`config.mk`:
```
export PLATFORM = sky130hd
export DESIGN_NAME = pwm4_ctrl
export DESIGN_NICKNAME = d
export VERILOG_FILES = /design/src/rtl/pwm4_pkg.sv /design/src/rtl/pwm4_regs.sv /design/src/rtl/pwm4_chan.sv /design/src/rtl/pwm4_ctrl.sv
export SDC_FILE = /design/constraint.sdc
export NUM_CORES = 1
export LEC_CHECK = 0
export BUFFER_PORTS_ARGS = -buffer_cell sky130_fd_sc_hd__buf_2
export CAP_MARGIN = 25
export CORE_ASPECT_RATIO = 0.7
export CORE_MARGIN = 4
export CORE_UTILIZATION = 45
export DETAILED_ROUTE_END_ITERATION = 10
export PLACE_DENSITY = 0.58
export SLEW_MARGIN = 30
export SYNTH_ARGS = -nofsm -noshare
export SYNTH_HDL_FRONTEND = slang
export SYNTH_SLANG_ARGS = --single-unit
```
`constraint.sdc`:
```
create_clock -name clk -period 3.74 [get_ports clk]
set_input_delay 0 -clock clk [delete_from_list [all_inputs] [get_ports clk]]
set_output_delay 0 -clock clk [all_outputs]
set_load 0.02 [all_outputs]
```
`src/rtl/pwm4_pkg.sv`:
```
package pwm4_pkg;
  localparam int NCH      = 4;
  localparam int DATA_W   = 32;
  localparam int EN_LSB   = 0;
  localparam int POL_LSB  = 8;
  localparam int DRV_LSB  = 15;
  localparam int CTRL_OFS = 'h00;
  localparam int DIV_OFS  = 'h24;

  function automatic int period_ofs(int ch);
    return 'h04 + 8 * ch;
  endfunction

  function automatic int duty_ofs(int ch);
    return 'h08 + 8 * ch;
  endfunction
endpackage

```
`src/rtl/pwm4_regs.sv`:
```
module pwm4_regs
  import pwm4_pkg::*;
#(
  parameter int CNT_W  = 16,
  parameter int DIV_W  = 6,
  parameter int ADDR_W = 6
) (
  input  logic                       clk,
  input  logic                       rst_n,
  input  logic                       wr,
  input  logic [ADDR_W-1:0]          addr,
  input  logic [DATA_W-1:0]          wdata,
  output logic [DATA_W-1:0]          rdata,
  output logic [NCH-1:0]             en,
  output logic [NCH-1:0]             pol,
  output logic [NCH-1:0]             drv,
  output logic [NCH-1:0][CNT_W-1:0]  per,
  output logic [NCH-1:0][CNT_W-1:0]  duty,
  output logic [NCH-1:0][DIV_W-1:0]  div
);
  localparam int DIVW_TOT = NCH * DIV_W;

  logic unused_hi;
  assign unused_hi = ^wdata[DATA_W-1:DIVW_TOT];

  function automatic logic hit(input logic [ADDR_W-1:0] a, input int ofs);
    return a == ADDR_W'(ofs);
  endfunction

  always_ff @(posedge clk or negedge rst_n) begin
    if (!rst_n) begin
      en   <= '0;
      pol  <= '0;
      drv  <= '0;
      per  <= '0;
      duty <= '0;
      div  <= '0;
    end else if (wr) begin
      if (hit(addr, CTRL_OFS)) begin
        en  <= wdata[EN_LSB  +: NCH];
        pol <= wdata[POL_LSB +: NCH];
        drv <= wdata[DRV_LSB +: NCH];
      end
      for (int c = 0; c < NCH; c++) begin
        if (hit(addr, period_ofs(c))) per[c]  <= wdata[CNT_W-1:0];
        if (hit(addr, duty_ofs(c)))   duty[c] <= wdata[CNT_W-1:0];
        if (hit(addr, DIV_OFS))       div[c]  <= wdata[(NCH-1-c)*DIV_W +: DIV_W];
      end
    end
  end

  always_comb begin
    rdata = '0;
    if (hit(addr, CTRL_OFS)) begin
      rdata[EN_LSB  +: NCH] = en;
      rdata[POL_LSB +: NCH] = pol;
      rdata[DRV_LSB +: NCH] = drv;
    end
    for (int c = 0; c < NCH; c++) begin
      if (hit(addr, period_ofs(c))) rdata[CNT_W-1:0] = per[c];
      if (hit(addr, duty_ofs(c)))   rdata[CNT_W-1:0] = duty[c];
      if (hit(addr, DIV_OFS))       rdata[(NCH-1-c)*DIV_W +: DIV_W] = div[c];
    end
  end
endmodule

```
`src/rtl/pwm4_chan.sv`:
```
module pwm4_chan #(
  parameter int CNT_W   = 16,
  parameter int DIV_W   = 6,
  parameter int MIN_PER = 2
) (
  input  logic             clk,
  input  logic             rst_n,
  input  logic             en,
  input  logic             pol,
  input  logic             drv,
  input  logic [DIV_W-1:0] div_i,
  input  logic [CNT_W-1:0] per_i,
  input  logic [CNT_W-1:0] duty_i,
  output logic             armed,
  output logic             lvl,
  output logic             oe
);
  localparam logic [CNT_W-1:0] PER_FLOOR = CNT_W'(MIN_PER);

  logic [DIV_W-1:0] div_l, div_cnt;
  logic [CNT_W-1:0] per_l, duty_l, tick;
  logic             rise, active;

  assign rise = en & ~armed;

  always_ff @(posedge clk or negedge rst_n) begin
    if (!rst_n) begin
      armed   <= 1'b0;
      div_l   <= '0;
      per_l   <= PER_FLOOR;
      duty_l  <= '0;
      div_cnt <= '0;
      tick    <= '0;
    end else begin
      armed <= en;
      if (rise) begin
        div_l   <= div_i;
        per_l   <= (per_i < PER_FLOOR) ? PER_FLOOR : per_i;
        duty_l  <= duty_i;
        div_cnt <= '0;
        tick    <= '0;
      end else if (en) begin
        if (div_cnt == div_l) begin
          div_cnt <= '0;
          tick    <= (tick == per_l - 1'b1) ? '0 : tick + 1'b1;
        end else begin
          div_cnt <= div_cnt + 1'b1;
        end
      end
    end
  end

  assign active = en & armed & (tick < duty_l);
  assign lvl    = pol ? active : ~active;
  assign oe     = drv ? ~lvl : 1'b1;
endmodule

```
`src/rtl/pwm4_ctrl.sv`:
```
module pwm4_ctrl
  import pwm4_pkg::*;
#(
  parameter int CNT_W  = 16,
  parameter int DIV_W  = 6,
  parameter int ADDR_W = 6
) (
  input  logic              clk,
  input  logic              rst_n,
  input  logic              bus_wr,
  input  logic [ADDR_W-1:0] bus_addr,
  input  logic [31:0]       bus_wdata,
  output logic [31:0]       bus_rdata,
  output logic [3:0]        pwm_out,
  output logic [3:0]        pwm_oe
);
  logic [NCH-1:0]            en_w, pol_w, drv_w, armed_w;
  logic [NCH-1:0][CNT_W-1:0] per_w, duty_w;
  logic [NCH-1:0][DIV_W-1:0] div_w;

  pwm4_regs #(.CNT_W(CNT_W), .DIV_W(DIV_W), .ADDR_W(ADDR_W)) u_regs (
    .clk   (clk),
    .rst_n (rst_n),
    .wr    (bus_wr),
    .addr  (bus_addr),
    .wdata (bus_wdata),
    .rdata (bus_rdata),
    .en    (en_w),
    .pol   (pol_w),
    .drv   (drv_w),
    .per   (per_w),
    .duty  (duty_w),
    .div   (div_w)
  );

  for (genvar c = 0; c < NCH; c++) begin : g_ch
    pwm4_chan #(.CNT_W(CNT_W), .DIV_W(DIV_W)) u_chan (
      .clk    (clk),
      .rst_n  (rst_n),
      .en     (en_w[c]),
      .pol    (pol_w[c]),
      .drv    (drv_w[c]),
      .div_i  (div_w[c]),
      .per_i  (per_w[c]),
      .duty_i (duty_w[c]),
      .armed  (armed_w[c]),
      .lvl    (pwm_out[c]),
      .oe     (pwm_oe[c])
    );
  end
endmodule

```
==> key figures, run 1 <==
Status
  – Outcome: finished, final reports clean

Clocking
  – Root Buffer: clkbuf_16
  – CTS resizes: 0
  – Total CTS buffers: 41
  – Worst skew pair latency: 0.55 ns
  – Clock buffer depth: 3
  – CTS H-tree depth: 2
  – Post-CTS setup buffer count: 0
  – CTS tree: done
  – # clock sinks: roughly 410
  – Clock transition at path regs: 0.06 ns

Synthesis
  – Post-synth top area cell: dfrtp_1
  – Ranking of synthesized cells by area: dfrtp_1 47%, mux2_2 10%, nand2_1 6.0%
  – Yosys warnings: 0
  – Gate Count Post-Synth: ~2,100
  – Post-synth top flop: dfrtp_1
  – Avg Inst Size Synth: slightly above 10 um^2
  – Distinct cell type count after synthesis: 90
  – Async SR Flop Fraction: between 90% and 100%
  – Number of flops mapped to enable cells by yosys: 0
  – Register area share after synthesis: 47.4%
  – Top-area cell type share of the netlist area: 46.9%
  – Post-Syn Area: roughly 22,000 um^2
  – Yosys reg bits: ~410

Power
  – Power density over cell area: 606 nW/um^2
  – VDD IR-drop max: 0.314 mV
  – Total Power: 14.6 mW
  – P_leak: roughly 11 nW

Drt
  – First drt pass iteration count: 8
  – # DRC: 0
  – Initial DRC Count: approximately 1,400
  – Detail Route Antenna Nets: 0
  – Via density: 5.73
  – DR vias: about 16,000
  – Final WL: 58,800 um
  – Wire per inst: 20.9 um

Worst setup path
  – Max incr delay on CP: 0.52 ns
  – Critical path class: reg2out
  – Worst-path cell chain: ha_1 -> a21o_1 -> a21o_1 -> a21oi_1 -> nor2_1 -> a2111oi_0 -> o21ai_0 -> xor2_1 -> nand2_1 -> buf_2
  – Internal reg-to-reg setup slack: 0.58 ns
  – Critical Path End Type: primary output
  – Worst R2R Path Depth: 8
  – Reg-to-Reg End: g_ch[0].u_chan.tick[11]
  – Worst setup path start: g_ch[1].u_chan.tick[9]
  – RR Startpoint: g_ch[0].u_chan.per_l[2]
  – Startpoint Class: flip-flop
  – WP data arrival: 3.30 ns
  – Crit-path max FO: 10
  – Worst path required time: 3.74 ns
  – Cell mode on critical path: a21o_1
  – Slowest cell on crit path: dfrtp_1

Floorplanning
  – Top Ports: 81
  – Row cnt: between 60 and 70
  – Initial Utilization: a little under half
  – Die Y: approximately 190 um
  – Die area: 51,500 um^2
  – Die Span X: ~270 um
  – Core area: 46,900 um^2

Timing
  – Max-Slew Margin vs Limit: 32.7%
  – Worst-Margin Slew: between 1 and 1.5 ns
  – Final hold vios: 0
  – Min cycle time layout: 3.30 ns
  – Slew Limit Fails: 0
  – Final Skew: 0.00970 ns
  – # setup viols final: 0
  – Final period util: 88.2%
  – Max Clock Freq: 303 MHz
  – Unrepaired setup endpoints after global routing: false
  – Setup tns final: 0 ns
  – Setup WS post-layout: 0.441 ns

Global route
  – Initial antenna violation count: 2
  – Grt total ovfl: 0
  – Pin count of the biggest net entering global routing: 113
  – All-Layer GR Usage: 22.8%
  – Vias in the first global route: 15,900
  – Global-route wire length before repair: 92,900 um

Job
  – Max cap viols: 0

Finish
  – Layout area overhead: 12.1%
  – Final nets: between 2,000 and 2,500
  – Share of layout cells above drive strength 1: 18.6%
  – Sequential cell area: between 10,000 and 15,000 um^2
  – Fillers: about 4,300
  – Multi-input logic area: 10,500 um^2

Worst hold path
  – Hold Crit Start: bus_wr
  – Hold Crit Class: in2reg
  – Hold depth: 3
  – Hold Path Sink: u_regs.per[19]

Placed design
  – Place WS: 0.590 ns
  – I/O Buffers: 64
  – Post-DP HPWL: 42,700 um
  – RD Place Congestion: 0.890
==> cell families after synthesis <==
kind of cell	count (synthesis)	share of synthesized area, %
buffers and inverters	211	4.06
multiplexers	223	12.3
AO/OA/AOI/OAI	296	9.13
flip-flops	408	47.4
other	1	0.0174
adder cells (fa/ha/maj)	73	4.23
AND/OR/NAND/NOR	742	16.4
XOR/XNOR	158	6.43
==> state kept, by name (all words and copies together), names as in the netlist, 24 cells and up <==
| name | count |
|---|---|
| u_regs.per | 64 |
| g_ch.u_chan.per_l | 64 |
| g_ch.u_chan.duty_l | 64 |
| g_ch.u_chan.tick | 64 |
| u_regs.duty | 64 |
| u_regs.div | 24 |
| g_ch.u_chan.div_l | 24 |
| g_ch.u_chan.div_cnt | 24 |
==> area by class of cell <==
cell class,instances,share of cell area [%]
Clock buffer,63,5.09
Timing Repair Buffer,122,3.63
Antenna cell,1,0.0104
Multi-Input combinational cell,1500,43.6
Sequential cell,408,42.3
Tap cell,612,3.17
Clock inverter,10,0.643
Inverter,98,1.52
==> critical path, delay by kind of cell, from the launching register on <==
family / cells / cell delay [ns]
adder cells (fa/ha/maj): 1 / 0.38
buffers and inverters: 1 / 0.17
AO/OA/AOI/OAI: 5 / 1.09
flip-flops: 1 / 0.52
XOR/XNOR: 1 / 0.42
AND/OR/NAND/NOR: 2 / 0.18
==> per-layer routing <==
| metal | wire, um | global-route usage, % |
|---|---|---|
| met2 | 25200 | 34.3 |
| met1 | 28200 | 33.9 |
| met3 | 4200 | 5.03 |
| met5 | 0 | 0 |
| met4 | 1220 | 4.93 |
==> how the worst max path moves through the flow <==
stage	end	slack (ns)	cells after the start
6_report	pwm_oe[1]	0.44	10
5_1_grt	pwm_oe[1]	0.24	10
4_1_cts	pwm_oe[1]	0.45	10
3_5_place_dp	g_ch[0].u_chan.tick[12]	0.59	9
3_3_place_gp	g_ch[0].u_chan.tick[3]	0.67	9
2_1_floorplan	g_ch[2].u_chan.tick[10]	1.14	11
==> cells in the mapped netlist, types with 4 or more instances <==
cell type,instances
nor4_1,21
nor3_1,35
mux2_2,197
dfstp_2,4
clkbuf_1,70
nor2b_1,23
a22o_1,11
a22oi_1,9
mux4_2,13
nand4b_1,4
xnor2_1,88
nor2_1,121
o211ai_1,7
a2111oi_0,5
a21oi_1,46
buf_4,19
a221oi_1,8
inv_1,98
nand2b_1,20
a211oi_1,4
o21ai_1,4
or3_1,8
a41o_1,4
nand3_1,53
buf_1,20
xor2_1,70
nor3b_1,7
nand2_1,342
a21boi_0,5
nand4_1,32
a21o_1,22
o22ai_1,13
and3_1,22
a31oi_1,11
o21ai_0,104
nand3b_1,14
a222oi_1,8
and2_1,13
dfrtp_1,404
mux2i_1,12
ha_1,72
==> placed cells by master (no fill, tap or decap), types with 14 or more instances in the layout <==
cell type        n
a21oi_1         46
nor4_1          20
xor2_1          70
nor3_1          33
buf_4           29
buf_2           63
nand3b_1        14
nand3_1         53
dfrtp_1        404
a21o_1          22
nand4_1         32
xnor2_1         88
nand2b_1        20
dlygate4sd3_1   26
ha_1            72
o21ai_0        104
nor2b_1         19
and3_1          22
mux2_2         197
nand2_1        342
inv_1           98
nor2_1         120
clkbuf_16       41
==> what timing repair did <==
action | in CTS | in global routing
hold endpoints to repair | 242 | 27
setup endpoints to repair | 0 | 0
hold buffers | 25 | 1
==> report_power, final <==
group | total, mW | internal (mW) | switching (mW)
Combinational | 4.14 | 1.87 | 2.27
Clock | 4.29 | 2.53 | 1.76
Sequential | 6.20 | 5.26 | 0.940
==> per-stage QoR <==
step	util, %	hold slack, ns	instances	instance area (um^2)
global placement	47.9	0.139	2713	22500
CTS	51.4	0.0260	2811	24100
global route	51.5	0.0885	2813	24100
finish	51.5	0.0790	2814	24100
floorplan	-	-0.296	2119	21600
detailed placement	47.9	0.139	2713	22500
Note: power is estimated with default switching activity, not from simulation.
==> run 2, diff against run 1 <==
==> constraint.sdc (replaced) <==
create_clock -name clk -period 3.39 [get_ports clk]
set_input_delay 0 -clock clk [delete_from_list [all_inputs] [get_ports clk]]
set_output_delay 0 -clock clk [all_outputs]
set_load 0.02 [all_outputs]
==> key figures, run 2 (same netlist as run 1, synthesis figures left out) <==
Drt
  – Met2 WL: 25,400 um (was 25,200 um)
  – Highest routed layer: met4 (unchanged)
  – First drt pass iteration count: 5 (was 8)
  – Final WL: 58,900 um (was 58,800 um)
  – Initial DRC Count: 1,295 (was 1,374)
  – Wire length on met3: 4060 um (was 4200 um)
  – DR vias: 16,000 (was 16,100)
  – Detail Route Antenna Nets: 0 (unchanged)
  – # DRC: 0 (unchanged)
  – Via density: 5.67 (was 5.73)
  – Wire per inst: 20.9 um (about the same)
  – M1 WL: 28,600 um (was 28,200 um)

Placed design
  – Post-DP HPWL: 42,800 um (was 42,700 um)
  – I/O Buffers: 64 (unchanged)
  – RD Place Congestion: 0.873 (was 0.890)
  – Dpl cells: 2,718 (was 2,713)

Finish
  – Layout area overhead: 12.9% (was 12.1%)
  – Most frequent cells in the layout: 403 x dfrtp_1, 342 x nand2_1, 197 x mux2_2, 120 x nor2_1, 104 x o21ai_0 (was 404 x dfrtp_1, 342 x nand2_1, 197 x mux2_2, 120 x nor2_1, 104 x o21ai_0)
  – Commonest non-fill, non-tap cell in the layout: dfrtp_1 (unchanged)
  – Final nets: 2,289 (was 2,284)
  – Final std cells w/o fill: 2,821 (was 2,814)
  – N_diodes: 0 (was 1)
  – Share of layout cells above drive strength 1: 19.1% (was 18.6%)

Global route
  – Pin count of the biggest net entering global routing: 94 (was 113)
  – Vias in the first global route: 16,000 (was 15,900)
  – Grt total ovfl: 0 (unchanged)
  – All-Layer GR Usage: 22.9% (was 22.8%)
  – Global-route wire length before repair: 93,700 um (was 92,900 um)
  – Initial antenna violation count: 2 (unchanged)

Timing
  – Max Clock Freq: between 300 and 400 MHz
  – Slew Limit Fails: 0 (unchanged)
  – Min cycle time layout: 3.21 ns
  – Worst hold margin: -0.00396 ns (was 0.0790 ns)
  – Max-Slew Margin vs Limit: 38.9% (was 32.7%)
  – Final Skew: 0.0128 ns (was 0.00970 ns)
  – Unrepaired setup endpoints after global routing: false (unchanged)
  – Setup tns final: 0 ns (unchanged)
  – # setup viols final: 0 (unchanged)
  – Final hold vios: 5 (was 0)
  – Worst-Margin Slew: 0.916 ns (was 1.00 ns)
  – Final period util: between 90% and 100%

Worst setup path
  – Crit-path max FO: 6 (was 10)
  – Worst R2R Path Depth: 11 (was 8)
  – Startpoint Class: flip-flop (unchanged)
  – WP data arrival: 3.21 ns (was 3.30 ns)
  – Critical Path End Type: primary output (unchanged)
  – Critical path class: reg2out (unchanged)
  – Worst path required time: 3.39 ns (was 3.74 ns)

Power
  – Switch share: 33.5% (was 33.9%)
  – Sequential share of power: 41.2% (was 42.4%)
  – Cell internal pwr: 11.1 mW (was 9.67 mW)
  – Clk pwr share: 31.2% (was 29.3%)
  – Logic pwr share: 27.5% (was 28.3%)
  – Psw: 5.56 mW (was 4.96 mW)
  – P_leak: 11.4 nW (was 11.3 nW)
  – VDD IR-drop max: 0.331 mV (was 0.314 mV)
  – Power density over cell area: 684 nW/um^2 (was 606 nW/um^2)

Floorplanning
  – Die Span X: 269 um (unchanged)
  – Die Y: 191 um (unchanged)
  – Initial Utilization: 45.9% (unchanged)
  – Top Ports: 81 (unchanged)
  – Core area: 46,900 um^2 (unchanged)
  – Die area: 51,500 um^2 (unchanged)
  – Row cnt: 66 (unchanged)

Clocking
  – Clock buffer depth: 3 (unchanged)
  – CTS H-tree depth: 2 (unchanged)
  – # clock sinks: 408 (unchanged)
  – Root Buffer: clkbuf_16 (unchanged)
  – CTS tree: done (unchanged)
  – Clock transition at path regs: 0.06 ns (about the same)
  – Total CTS buffers: 43 (was 41)
  – Worst skew pair latency: 0.56 ns (was 0.55 ns)

Worst hold path
  – Hold Crit Class: in2async (was in2reg)

Job
  – Max cap viols: 0 (unchanged)

Status
  – Outcome: complete, but fails checks (was finished, final reports clean)
  – Failing checks: hold timing
## run 2: changes by cell type in the layout (fill, tap and decap cells not counted), sizes merged
cell / before / now
buf: 96 / 101
bufinv: 4 / 8
clkbuf: 63 / 58
clkinv: 4 / 9
clkinvlp: 2 / 3
diode: 1 / 0
dlygate4sd3: 26 / 24
## run 2: routing by layer
| layer | vias up | global-route usage [%] |
|---|---|---|
| met3 | 76 | 4.93 |
| li1 | 7452 | - |
| met1 | 8069 | 34.6 |
| met5 | - | 0 |
| met4 | 0 | 3.70 |
| met2 | 402 | 34.4 |
## run 2: worst max-delay path, cell delays in order (launching register included)
cell and delay (ns):
dfrtp_1 0.46, ha_1 0.32, a21o_1 0.16, a21o_1 0.17
a21oi_1 0.21, o21ai_0 0.15, a41oi_1 0.65, xnor2_1 0.26
nand2_1 0.12, buf_2 0.16
## run 2: power by group through the flow
stage          Sequential (mW)  Clock (mW)  Combinational (mW)
2_1_floorplan             6.50           0                3.55
3_3_place_gp              6.89           0                4.39
6_report                  6.85        5.19                4.58
3_5_place_dp              6.93           0                4.52
5_1_grt                   6.99        5.51                5.16
4_1_cts                   6.85        5.29                4.58
## run 2: stage by stage
step	area (um^2)	setup slack, ns	utilization [%]	power (mW)
5_1_grt	24300	0.0403	51.8	17.7
3_3_place_gp	22500	0.221	48.0	11.3
2_1_floorplan	21600	0.790	-	10.1
6_report	24300	0.184	51.8	16.6
3_5_place_dp	22500	0.196	48.0	11.5
4_1_cts	24300	0.0861	51.8	16.7
## run 2: final cells by class
cell class | instances | area [um^2]
Inverter | 98 | 368
Timing Repair Buffer | 125 | 886
Multi-Input combinational cell | 1500 | 10500
Clock buffer | 58 | 1230
Tap cell | 612 | 766
Fill cell | 4237 | 22600
Sequential cell | 408 | 10200
Clock inverter | 20 | 312
## run 2: worst paths after layout
path	start	to	slack (ns)
worst max-delay path	g_ch[2].u_chan.tick[1]	pwm_oe[2]	0.18
worst min-delay path	rst_n	g_ch[2].u_chan.div_cnt[0]	-0.004
worst max register to register	g_ch[2].u_chan.per_l[0]	g_ch[2].u_chan.tick[15]	0.34
worst min register to register	g_ch[3].u_chan.duty_l[0]	g_ch[3].u_chan.duty_l[0]	0.47
max in group asynchronous	rst_n	g_ch[1].u_chan.per_l[1]	2.33
min in group clk	bus_wdata[11]	u_regs.pol[3]	0.04
## run 2: what timing repair did
action                     in CTS  in global routing
gates resized for setup         0                  2
setup endpoints to repair       0                 16
hold buffers                   24                  0
buffers inserted                0                  1
hold endpoints to repair      280                  0
